[src/rtl/can_rx_pkg.sv]
package can_rx_pkg;
  localparam int ID_W      = 11;
  localparam int DLC_W     = 4;
  localparam int CRC_W     = 15;
  localparam int MAX_BYTES = 8;
  localparam int EOF_LEN   = 7;
  localparam int STUFF_RUN = 5;
  localparam int RSV_BITS  = 2;
  localparam logic [CRC_W-1:0] CRC_POLY = 15'h4599;
  localparam int DATA_W    = MAX_BYTES * 8;
  localparam int IDX_W     = $clog2(DATA_W);
  localparam int CNT_W     = IDX_W + 1;
  localparam int CTRL_LEN  = RSV_BITS + DLC_W;

  typedef enum logic [3:0] {
    ST_IDLE, ST_ARB, ST_CTRL, ST_DATA, ST_CRC,
    ST_CRCDEL, ST_ACKSLOT, ST_ACKDEL, ST_EOF, ST_SEEK
  } rxState_t;

  typedef struct packed {
    logic             sof;
    logic             shift;
    logic             capArb;
    logic             capCtrl;
    logic             dataWr;
    logic [IDX_W-1:0] dataIdx;
  } dpCtl_t;
endpackage

[src/rtl/can_rx_ctrl.sv]
module can_rx_ctrl
  import can_rx_pkg::*;
(
  input  logic             clk,
  input  logic             rstN,
  input  logic             bitStrobe,
  input  logic             rxBit,
  input  logic             rxRtr,
  input  logic [DLC_W-2:0] dlcHead,
  input  logic             crcZero,
  output dpCtl_t           ctl,
  output rxState_t         curState,
  output logic             ackDominant,
  output logic             frameValid,
  output logic             formErr,
  output logic             stuffErr,
  output logic             crcErr
);
  rxState_t         stQ, stD;
  logic [CNT_W-1:0] cntQ, cntD, lastDataCnt;
  logic [2:0]       runQ, runD;
  logic             lastQ, lastD;
  logic [DLC_W-1:0] nbQ, nbD, dlcNow, nbNow;
  logic             ackQ, ackD, validD, formD, stuffD, crcD;
  logic             inZone, isStuff;

  assign dlcNow      = {dlcHead, rxBit};
  assign nbNow       = rxRtr ? '0 :
                       (dlcNow > DLC_W'(MAX_BYTES) ? DLC_W'(MAX_BYTES) : dlcNow);
  assign lastDataCnt = CNT_W'({nbQ, 3'b000}) - CNT_W'(1);
  assign inZone      = stQ inside {ST_ARB, ST_CTRL, ST_DATA, ST_CRC, ST_CRCDEL};
  assign isStuff     = inZone && (runQ == 3'(STUFF_RUN));

  always_comb begin
    stD = stQ; cntD = cntQ; runD = runQ; lastD = lastQ; nbD = nbQ; ackD = ackQ;
    validD = 1'b0; formD = 1'b0; stuffD = 1'b0; crcD = 1'b0;
    ctl = '0;
    if (bitStrobe) begin
      ackD = 1'b0;
      if (inZone) begin
        runD  = (rxBit == lastQ) ? runQ + 3'd1 : 3'd1;
        lastD = rxBit;
      end
      if (isStuff) begin
        runD = 3'd1;
        if (rxBit == lastQ) begin
          stuffD = 1'b1; stD = ST_SEEK; cntD = '0;
        end
      end else begin
        case (stQ)
          ST_IDLE: if (!rxBit) begin
            ctl.sof = 1'b1; stD = ST_ARB; cntD = '0; runD = 3'd1; lastD = 1'b0;
          end
          ST_ARB: begin
            ctl.shift = 1'b1;
            if (cntQ == CNT_W'(ID_W)) begin
              ctl.capArb = 1'b1; stD = ST_CTRL; cntD = '0;
            end else cntD = cntQ + CNT_W'(1);
          end
          ST_CTRL: begin
            ctl.shift = 1'b1;
            if (cntQ < CNT_W'(RSV_BITS) && rxBit) begin
              formD = 1'b1; stD = ST_SEEK; cntD = '0;
            end else if (cntQ == CNT_W'(CTRL_LEN - 1)) begin
              ctl.capCtrl = 1'b1; nbD = nbNow; cntD = '0;
              stD = (nbNow == '0) ? ST_CRC : ST_DATA;
            end else cntD = cntQ + CNT_W'(1);
          end
          ST_DATA: begin
            ctl.shift   = 1'b1;
            ctl.dataWr  = 1'b1;
            ctl.dataIdx = {cntQ[IDX_W-1:3], ~cntQ[2:0]};
            if (cntQ == lastDataCnt) begin
              stD = ST_CRC; cntD = '0;
            end else cntD = cntQ + CNT_W'(1);
          end
          ST_CRC: begin
            ctl.shift = 1'b1;
            if (cntQ == CNT_W'(CRC_W - 1)) stD = ST_CRCDEL;
            else cntD = cntQ + CNT_W'(1);
          end
          ST_CRCDEL: if (!rxBit) begin
            formD = 1'b1; stD = ST_SEEK; cntD = '0;
          end else begin
            ackD = crcZero; stD = ST_ACKSLOT;
          end
          ST_ACKSLOT: stD = ST_ACKDEL;
          ST_ACKDEL: begin
            cntD = '0;
            if (!rxBit) begin
              formD = 1'b1; stD = ST_SEEK;
            end else if (!crcZero) begin
              crcD = 1'b1; stD = ST_SEEK;
            end else stD = ST_EOF;
          end
          ST_EOF: if (!rxBit) begin
            formD = 1'b1; stD = ST_SEEK; cntD = '0;
          end else if (cntQ == CNT_W'(EOF_LEN - 1)) begin
            validD = 1'b1; stD = ST_IDLE;
          end else cntD = cntQ + CNT_W'(1);
          ST_SEEK: if (!rxBit) cntD = '0;
            else if (cntQ == CNT_W'(EOF_LEN - 1)) stD = ST_IDLE;
            else cntD = cntQ + CNT_W'(1);
          default: stD = ST_IDLE;
        endcase
      end
    end
  end

  always_ff @(posedge clk) begin
    if (!rstN) begin
      stQ <= ST_IDLE; cntQ <= '0; runQ <= '0; lastQ <= 1'b1; nbQ <= '0;
      ackQ <= 1'b0; frameValid <= 1'b0; formErr <= 1'b0;
      stuffErr <= 1'b0; crcErr <= 1'b0;
    end else begin
      stQ <= stD; cntQ <= cntD; runQ <= runD; lastQ <= lastD; nbQ <= nbD;
      ackQ <= ackD; frameValid <= validD; formErr <= formD;
      stuffErr <= stuffD; crcErr <= crcD;
    end
  end

  assign curState    = stQ;
  assign ackDominant = ackQ;
endmodule

[config.mk]
export PLATFORM = sky130hd
export DESIGN_NAME = can_rx_ctrl
export DESIGN_NICKNAME = d
export VERILOG_FILES = /design/src/rtl/can_rx_pkg.sv /design/src/rtl/can_rx_ctrl.sv
export SDC_FILE = /design/constraint.sdc
export NUM_CORES = 1
export LEC_CHECK = 0
export ABC_AREA = 1
export BUFFER_PORTS_ARGS = -buffer_cell sky130_fd_sc_hd__buf_2
export CORE_MARGIN = 1
export CORE_UTILIZATION = 50
export CTS_CLUSTER_SIZE = 10
export DETAILED_ROUTE_END_ITERATION = 8
export GPL_TIMING_DRIVEN = 0
export PLACE_DENSITY_LB_ADDON = 0.2
export SLEW_MARGIN = 25
export SYNTH_ARGS = -nofsm -noshare
export SYNTH_HDL_FRONTEND = slang
export SYNTH_SLANG_ARGS = --single-unit
[constraint.sdc]
create_clock -name clk -period 3.06 [get_ports clk]
set_input_delay 0.765 -clock clk [delete_from_list [all_inputs] [get_ports clk]]
set_output_delay 0.765 -clock clk [all_outputs]
set_load 0.01 [all_outputs]
# --- Word level (Yosys, flattened, before mapping) ---
# Cells that the tools add are included.
totals:
  register_bits: 24
  inputBits: 9
  out_inout_bits: 20
  wordCells: 123
op_classes:
  n_addsub: 3
  magnitude_cmp: 2
  n_eq_ne: 26
  mux: 57
  bitwise: 8
  reduce_logical: 17
op_table:
  columns: ["cell", "count"]
  rows:
  - ["7-bit two-way mux", 11]
  - ["4-bit two-way mux", 14]
  - ["7-bit case mux with 7 select lines", 1]
  - ["4-bit case mux with 10 select lines", 1]
  - ["11-bit two-way mux", 2]
  - ["1-bit two-way mux", 21]
  - ["3-bit two-way mux", 6]
  - ["4-bit by 3-bit equality test with 1-bit output (second input constant)", 4]
  - ["7-bit by 3-bit equality test with 1-bit output (second input constant)", 2]
  - ["7-bit by 4-bit equality test with 1-bit output (second input constant)", 2]
  - ["3-bit by 2-bit != test with 1-bit output (second input constant)", 4]
  - ["5-bit OR reduction", 2]
  - ["3-bit != test (second input constant)", 3]
  - ["4-bit by 2-bit equality test with 1-bit output (second input constant)", 2]
  - ["4-bit equality test (second input constant)", 2]
  - ["4-bit logical NOT", 2]
  - ["8-bit AND reduction", 1]
  - ["8-bit nonzero test", 1]
  - ["7-bit by 1-bit adder with 7-bit output (second input constant)", 1]
  - ["7-bit equality test", 1]
  - ["7-bit by 2-bit less-than comparator with 1-bit output (second input constant)", 1]
  - ["1-bit inverter", 7]
  - ["7-bit by 1-bit subtractor with 7-bit output (second input constant)", 1]
  - ["6-bit AND reduction", 1]
  - ["other kinds (17)", 20]

# --- Logic depth before layout (Yosys ltp) ---
# Gate-level depths: netlist of run 1.
depth:
  depth_word: 9
  depth_mapped: 15
  mapped_depth_nobuf: 15

# --- Worst setup path before layout of run 1 ---
# No wires, ideal clock.
synth_path:
  path_kind: "reg2out"
  start: "reg stQ[3] (netlist: curState[3])"
  end: "out ctl[0] (netlist bit)"
  t_arrival_ps: 1602
  slack_ps: 693
  path_stages_with_launch: 9
  path_buffers: 0
  cell_sequence: "dfxtp_1 nor2_2 nand2_2 nand3_4 nand2_8 nand2_1 nor2_1 inv_1 nor2_1"
synth_rtl:
  columns: ["element", "line", "rtl"]
  rows:
  - ["start, declared", "can_rx_ctrl.sv:19", "rxState_t stQ, stD;"]
  - ["start signal, assigned", "can_rx_ctrl.sv:116", "stQ <= stD; cntQ <= cntD; runQ <= runD; lastQ <= lastD; nbQ <= nbD;"]
  - ["end, declared", "can_rx_ctrl.sv:11", "output dpCtl_t ctl,"]

==> flow_metrics.tcl, run 1 <==
set metrics [dict create \
    seqCellArea_um2 480 \
    fin_worst_skew_ps 8.55 \
    cts_tree "done" \
    setup_viol_count_final 0 \
    synth-seq-cells 24 \
    reg2reg_depth 10 \
    fmax_ghz 0.352 \
    hp-class "register to register" \
    place.gp.congestion 0.919 \
    track_usage 0.239 \
    synthCells 303 \
    netlist_area_mm2 0.00189 \
    hold_end "nbQ[3]$_SDFFE_PN0P_" \
    cts-root-buf "clkbuf_8" \
    row_count 21 \
    first_pass_iters 4 \
    p_leak_uw 0.00111 \
    clk_latency_ps 280 \
    cp_max_fo 10 \
    place_area_mm2 0.00208 \
    die-area_mm2 0.00402 \
    cts.clk_slew.worst_paths_ps 90 \
    viasPerCell 5.24 \
    initial_core_util 0.544 \
    cts_made_buffers 3 \
    drive_gt1_frac 0.171 \
    core_mm2 0.00347 \
    period_share 0.927 \
    die_h_um 63.4 \
    cp_data_arrival_time_ps 2070 \
    synth_nets 318 \
    syn_area_per_cell_um2 6.22 \
    cts_setup_buffers 0 \
    fin_area_mm2 0.00215 \
    cts_resized 0 \
    timing.rr.end "cntQ[6]$_SDFFE_PN0P_" \
    p_total_uw 1480 \
    route.detailed.drc 0 \
    yosys.cell_types.count 35 \
    first_iter_violations 172 \
    rrSetupSlack_ps 1150 \
    port_buffers 27 \
    drv_slew 0 \
    peakVddDrop_mv 0.405 \
    final_cell_mix "nand2_1 (74), inv_1 (39), nor2_1 (36), nand3_1 (29), buf_2 (28)" \
    num_vias 1993 \
    required_ps 2290 \
    cts_buffer_depth 2 \
    area_delta_synth_final_pct 14.0 \
    fin_crit_ps 2840 \
    status "complete, no violations" \
    slowest_stage "dfxtp_1" \
    numClockSinks 24 \
    critPathCaptureType "output port" \
    nFillCells 370 \
    drv_cap 0 \
    post-dp-hpwl_mm 3.46 \
    ys_seq_area_frac 0.255 \
    final_common_cell "nand2_1" \
    first_global_vias 1732 \
    io_pins 29 \
    grt_max_degree 15 \
    timing_worst_setup_path_type "register to output port" \
    finalSetupTns_ps 0 \
    tightestPinTransition_ps 495 \
    slew_headroom 0.670 \
    antenna_found_initial 0 \
    hold_viol_final 0 \
    antenna_cells 0 \
    ys_warn_count 0 \
    cts-hold-fix-buffers 0 \
    dp_slack_ps 583 \
    r2r_start "curState[2]$_SDFFE_PN0P_" \
    num-nets-final 350 \
    cts_max_level 1 \
    hold_depth 2 \
    routed_wl_mm 4.51 \
    wire_per_inst_um 11.9 \
    path_cells "buf_6, inv_1, nand2_1, nand2_2, nand3_4, nand2_8, nand2_1, nor2_1, inv_1, nor2_1, buf_2" \
    power_density_mw_per_mm2 686 \
    max_stage_delay_ps 340 \
    grt_setup_unrepaired "false" \
    crit_path_start_kind "register" \
    multi_input_area_mm2 0.00120 \
    antenna_left 0 \
    hold_path.startpoint "nbQ[3]$_SDFFE_PN0P_" \
    setup_slack_ps 223 \
    overflow 0 \
    die_w_um 63.4 \
    grt_pass1_wl_mm 7.61 \
]
[kinds of logic after synthesis]
kind of cell,after synthesis,synth area share
xor gates and xnor gates,8,0.0372
DFF,24,0.255
buffers and inverters,50,0.107
adders and majority gates,6,0.0398
AOI/OAI and AO/OA,43,0.133
and+or+nand+nor,172,0.429
[through the flow]
stage / utilization / hold slack, ps / instances
after CTS: 0.620 / 490 / 380
after global placement: 0.599 / 465 / 376
after floorplan: - / 451 / 303
after global routing: 0.620 / 528 / 380
after detailed placement: 0.599 / 474 / 376
final: 0.620 / 487 / 380
[synthesized netlist by cell type]
library cell	count	area, um2
a31oi_1	2	12.5
nor2_1	36	135
o41ai_1	1	8.76
o21ai_0	10	50.1
nand3_4	1	17.5
nand4_1	4	25.0
a211oi_1	5	37.5
clkinv_1	1	3.75
clkbuf_1	2	7.51
nor3_1	12	60.1
ha_1	6	75.1
inv_2	4	15.0
xor2_1	6	52.6
dfxtp_1	24	480
nand2_1	74	278
o21ai_2	1	8.76
nand2_2	4	25.0
nor3_4	1	16.3
nand3_2	2	20.0
nand2_4	2	22.5
nor2_4	1	11.3
nand2_8	1	20.0
xnor2_1	2	17.5
buf_2	1	5.00
o211ai_1	3	22.5
a21oi_1	19	95.1
buf_6	1	11.3
nor2_2	4	25.0
clkbuf_2	1	5.00
buf_4	1	7.51
inv_1	39	146
nand3b_1	1	7.51
a21oi_2	1	8.76
nand3_1	29	145
o22ai_1	1	6.26
[routing by layer]
layer,vias to the layer above,GRT usage,part of all wire
met3,11,0.0489,0.055
met1,880,0.301,0.46
met4,0,0.0938,0.023
met5,-,0,0
met2,56,0.392,0.46
li1,1046,-,-
[registers in the layout, indices dropped and copies added (netlist names)]
signal / count
curState: 4
frameValid: 1
cntQ: 7
lastQ: 1
runQ: 3
crcErr: 1
formErr: 1
nbQ: 4
stuffErr: 1
ackDominant: 1
[worst max path at each step]
| stage | startpoint | slack (ps) | cells past startpoint | endpoint |
|---|---|---|---|---|
| floorplan | curState[3]$_SDFFE_PN0P_ | 690 | 8 | ctl[0] |
| global placement | curState[1]$_SDFFE_PN0P_ | 620 | 11 | ctl[4] |
| detailed placement | curState[1]$_SDFFE_PN0P_ | 580 | 11 | ctl[4] |
| CTS | curState[1]$_SDFFE_PN0P_ | 260 | 11 | ctl[4] |
| global route | curState[1]$_SDFFE_PN0P_ | 90 | 11 | ctl[1] |
| finish | curState[1]$_SDFFE_PN0P_ | 220 | 11 | ctl[4] |
[worst max-delay path, delay by kind of cell (launching register included)]
family,cells,cell delay [ps]
buf+inv,4,540
flops,1,340
simple gates,7,910
[layout make-up]
| cell class | instances | area share |
|---|---|---|
| buffer | 6 | 0.0169 |
| clock buffer | 3 | 0.0192 |
| clock inverter | 1 | 0.0140 |
| inverter | 44 | 0.0768 |
| multi-input combinational | 229 | 0.560 |
| sequential | 24 | 0.224 |
| tap | 46 | 0.0268 |
| timing repair buffer | 27 | 0.0629 |
[where the power goes]
group,total [uW],internal (uW),switching (uW)
logic,783,268,515
registers,408,358,50.2
clock network,284,175,109
No activity file was read; power rests on OpenSTA's default activity.
==> run 2, diff against run 1 <==
--- a/config.mk
+++ b/config.mk
@@ -6,7 +6,7 @@
 export NUM_CORES = 1
 export LEC_CHECK = 0
 export ABC_AREA = 1
-export BUFFER_PORTS_ARGS = -buffer_cell sky130_fd_sc_hd__buf_2
+export BUFFER_PORTS_ARGS = -buffer_cell sky130_fd_sc_hd__clkbuf_2
 export CORE_MARGIN = 1
 export CORE_UTILIZATION = 50
 export CTS_CLUSTER_SIZE = 10
==> flow_metrics.tcl, run 2 (synthesized netlist as in run 1, its figures left out) <==
set metrics [dict create \
    power_density_mw_per_mm2 668 \
    cts_setup_buffers 0 \
    cts-root-buf "clkbuf_8" \
    peakVddDrop_mv 0.246 \
    cts.clk_slew.worst_paths_ps 90 \
    grt_pass1_wl_mm 7.82 \
    drive_gt1_frac 0.171 \
    fin_worst_skew_ps 5.19 \
    final_common_cell "nand2_1" \
    status "complete, no violations" \
    row_count 21 \
    first_iter_violations 138 \
    max_stage_delay_ps 330 \
    clk_latency_ps 270 \
    required_ps 2290 \
    io_pins 29 \
    grt_max_degree 14 \
    first_global_vias 1788 \
    cp_max_fo 10 \
    dpl.cell_count 376 \
    die_w_um 63.4 \
    layout.cells.non_filler 380 \
    crit_path_start_kind "register" \
    first_pass_iters 4 \
    drv_cap 0 \
    track_usage 0.245 \
    dp_slack_ps 584 \
    port_buffers 27 \
    antenna_cells 0 \
    path_cells "buf_6, inv_1, nand2_1, nand2_2, nand3_4, nand2_8, nand2_1, nor2_1, inv_1, nor2_1, clkbuf_2" \
    num_vias 1987 \
    die-area_mm2 0.00402 \
    place.gp.congestion 0.923 \
    finalSetupTns_ps 0 \
    antenna_left 0 \
    cts_made_buffers 3 \
    setup_slack_ps 276 \
    num-nets-final 350 \
    critPathCaptureType "output port" \
    period_share 0.910 \
    tightestPinTransition_ps 494 \
    cts_buffer_depth 2 \
    wire_per_inst_um 12.1 \
    slowest_stage "dfxtp_1" \
    setup_viol_count_final 0 \
    slew_headroom 0.671 \
    cts_resized 0 \
    post-dp-hpwl_mm 3.58 \
    routed_wl_mm 4.58 \
    final_cell_mix "nand2_1 (74), inv_1 (39), nor2_1 (36), nand3_1 (29), clkbuf_2 (28)" \
    drv_slew 0 \
    largest_register_ffs 7 \
    hold_viol_final 0 \
    overflow 0 \
    cp_data_arrival_time_ps 2020 \
    numClockSinks 24 \
    viasPerCell 5.23 \
    antenna_found_initial 0 \
    grt_setup_unrepaired "false" \
    fmax_ghz 0.359 \
    cts-hold-fix-buffers 0 \
    route.detailed.drc 0 \
    cts_max_level 1 \
    die_h_um 63.4 \
    cts_tree "done" \
    p_leak_uw 0.00109 \
    core_mm2 0.00347 \
    initial_core_util 0.544 \
    hp-class "register to register" \
    timing_worst_setup_path_type "register to output port" \
    area_delta_synth_final_pct 13.1 \
    top_register "cntQ" \
    fin_crit_ps 2780 \
]
[run 2: final timing paths]
| check | start | depth (start not counted) | slack [ps] | to |
|---|---|---|---|---|
| setup / recovery | curState[1]$_SDFFE_PN0P_ | 11 | 280 | ctl[0] |
| setup reg to reg | cntQ[0]$_SDFFE_PN0P_ | 13 | 1170 | curState[2]$_SDFFE_PN0P_ |
| hold / removal | nbQ[3]$_SDFFE_PN0P_ | 2 | 490 | nbQ[3]$_SDFFE_PN0P_ |
| hold reg to reg | nbQ[3]$_SDFFE_PN0P_ | 2 | 490 | nbQ[3]$_SDFFE_PN0P_ |
[run 2: final cells by class]
cell class	count	area (um2)
fill	356	1340
sequential	24	480
inverter	44	165
tap	46	57.6
timing repair buffer	27	135
buffer	6	36.3
multi-input combinational	229	1200
clock buffer	4	55.1
[run 2: critical path, delay by kind of cell, from the launching register on]
family / cells / cell delay [ps]
DFF: 1 / 330
and+or+nand+nor: 7 / 880
buffers and inverters: 4 / 520
[run 2: routing by layer]
layer  vias up  part of all wire  routed length [um]  track usage
li1       1039                 -                   -            -
met4         0             0.021                  96        0.102
met5         -                 0                   0            0
met3         9             0.047                 213       0.0272
met2        57              0.47                2170        0.423
met1       882              0.46                2100        0.306
[run 2: stage by stage]
stage / util / total power (uW) / hold slack, ps / area (um2)
finish: 0.615 / 1430 / 487 / 2130
detailed placement: 0.599 / 1200 / 475 / 2080
floorplan: - / 1030 / 451 / 1890
CTS: 0.615 / 1420 / 490 / 2130
global route: 0.615 / 1550 / 537 / 2130
global placement: 0.599 / 1190 / 469 / 2080
[run 2: report_power, final]
group / switching [uW] / internal, uW
clock network: 108 / 115
registers: 51.8 / 358
logic: 525 / 267
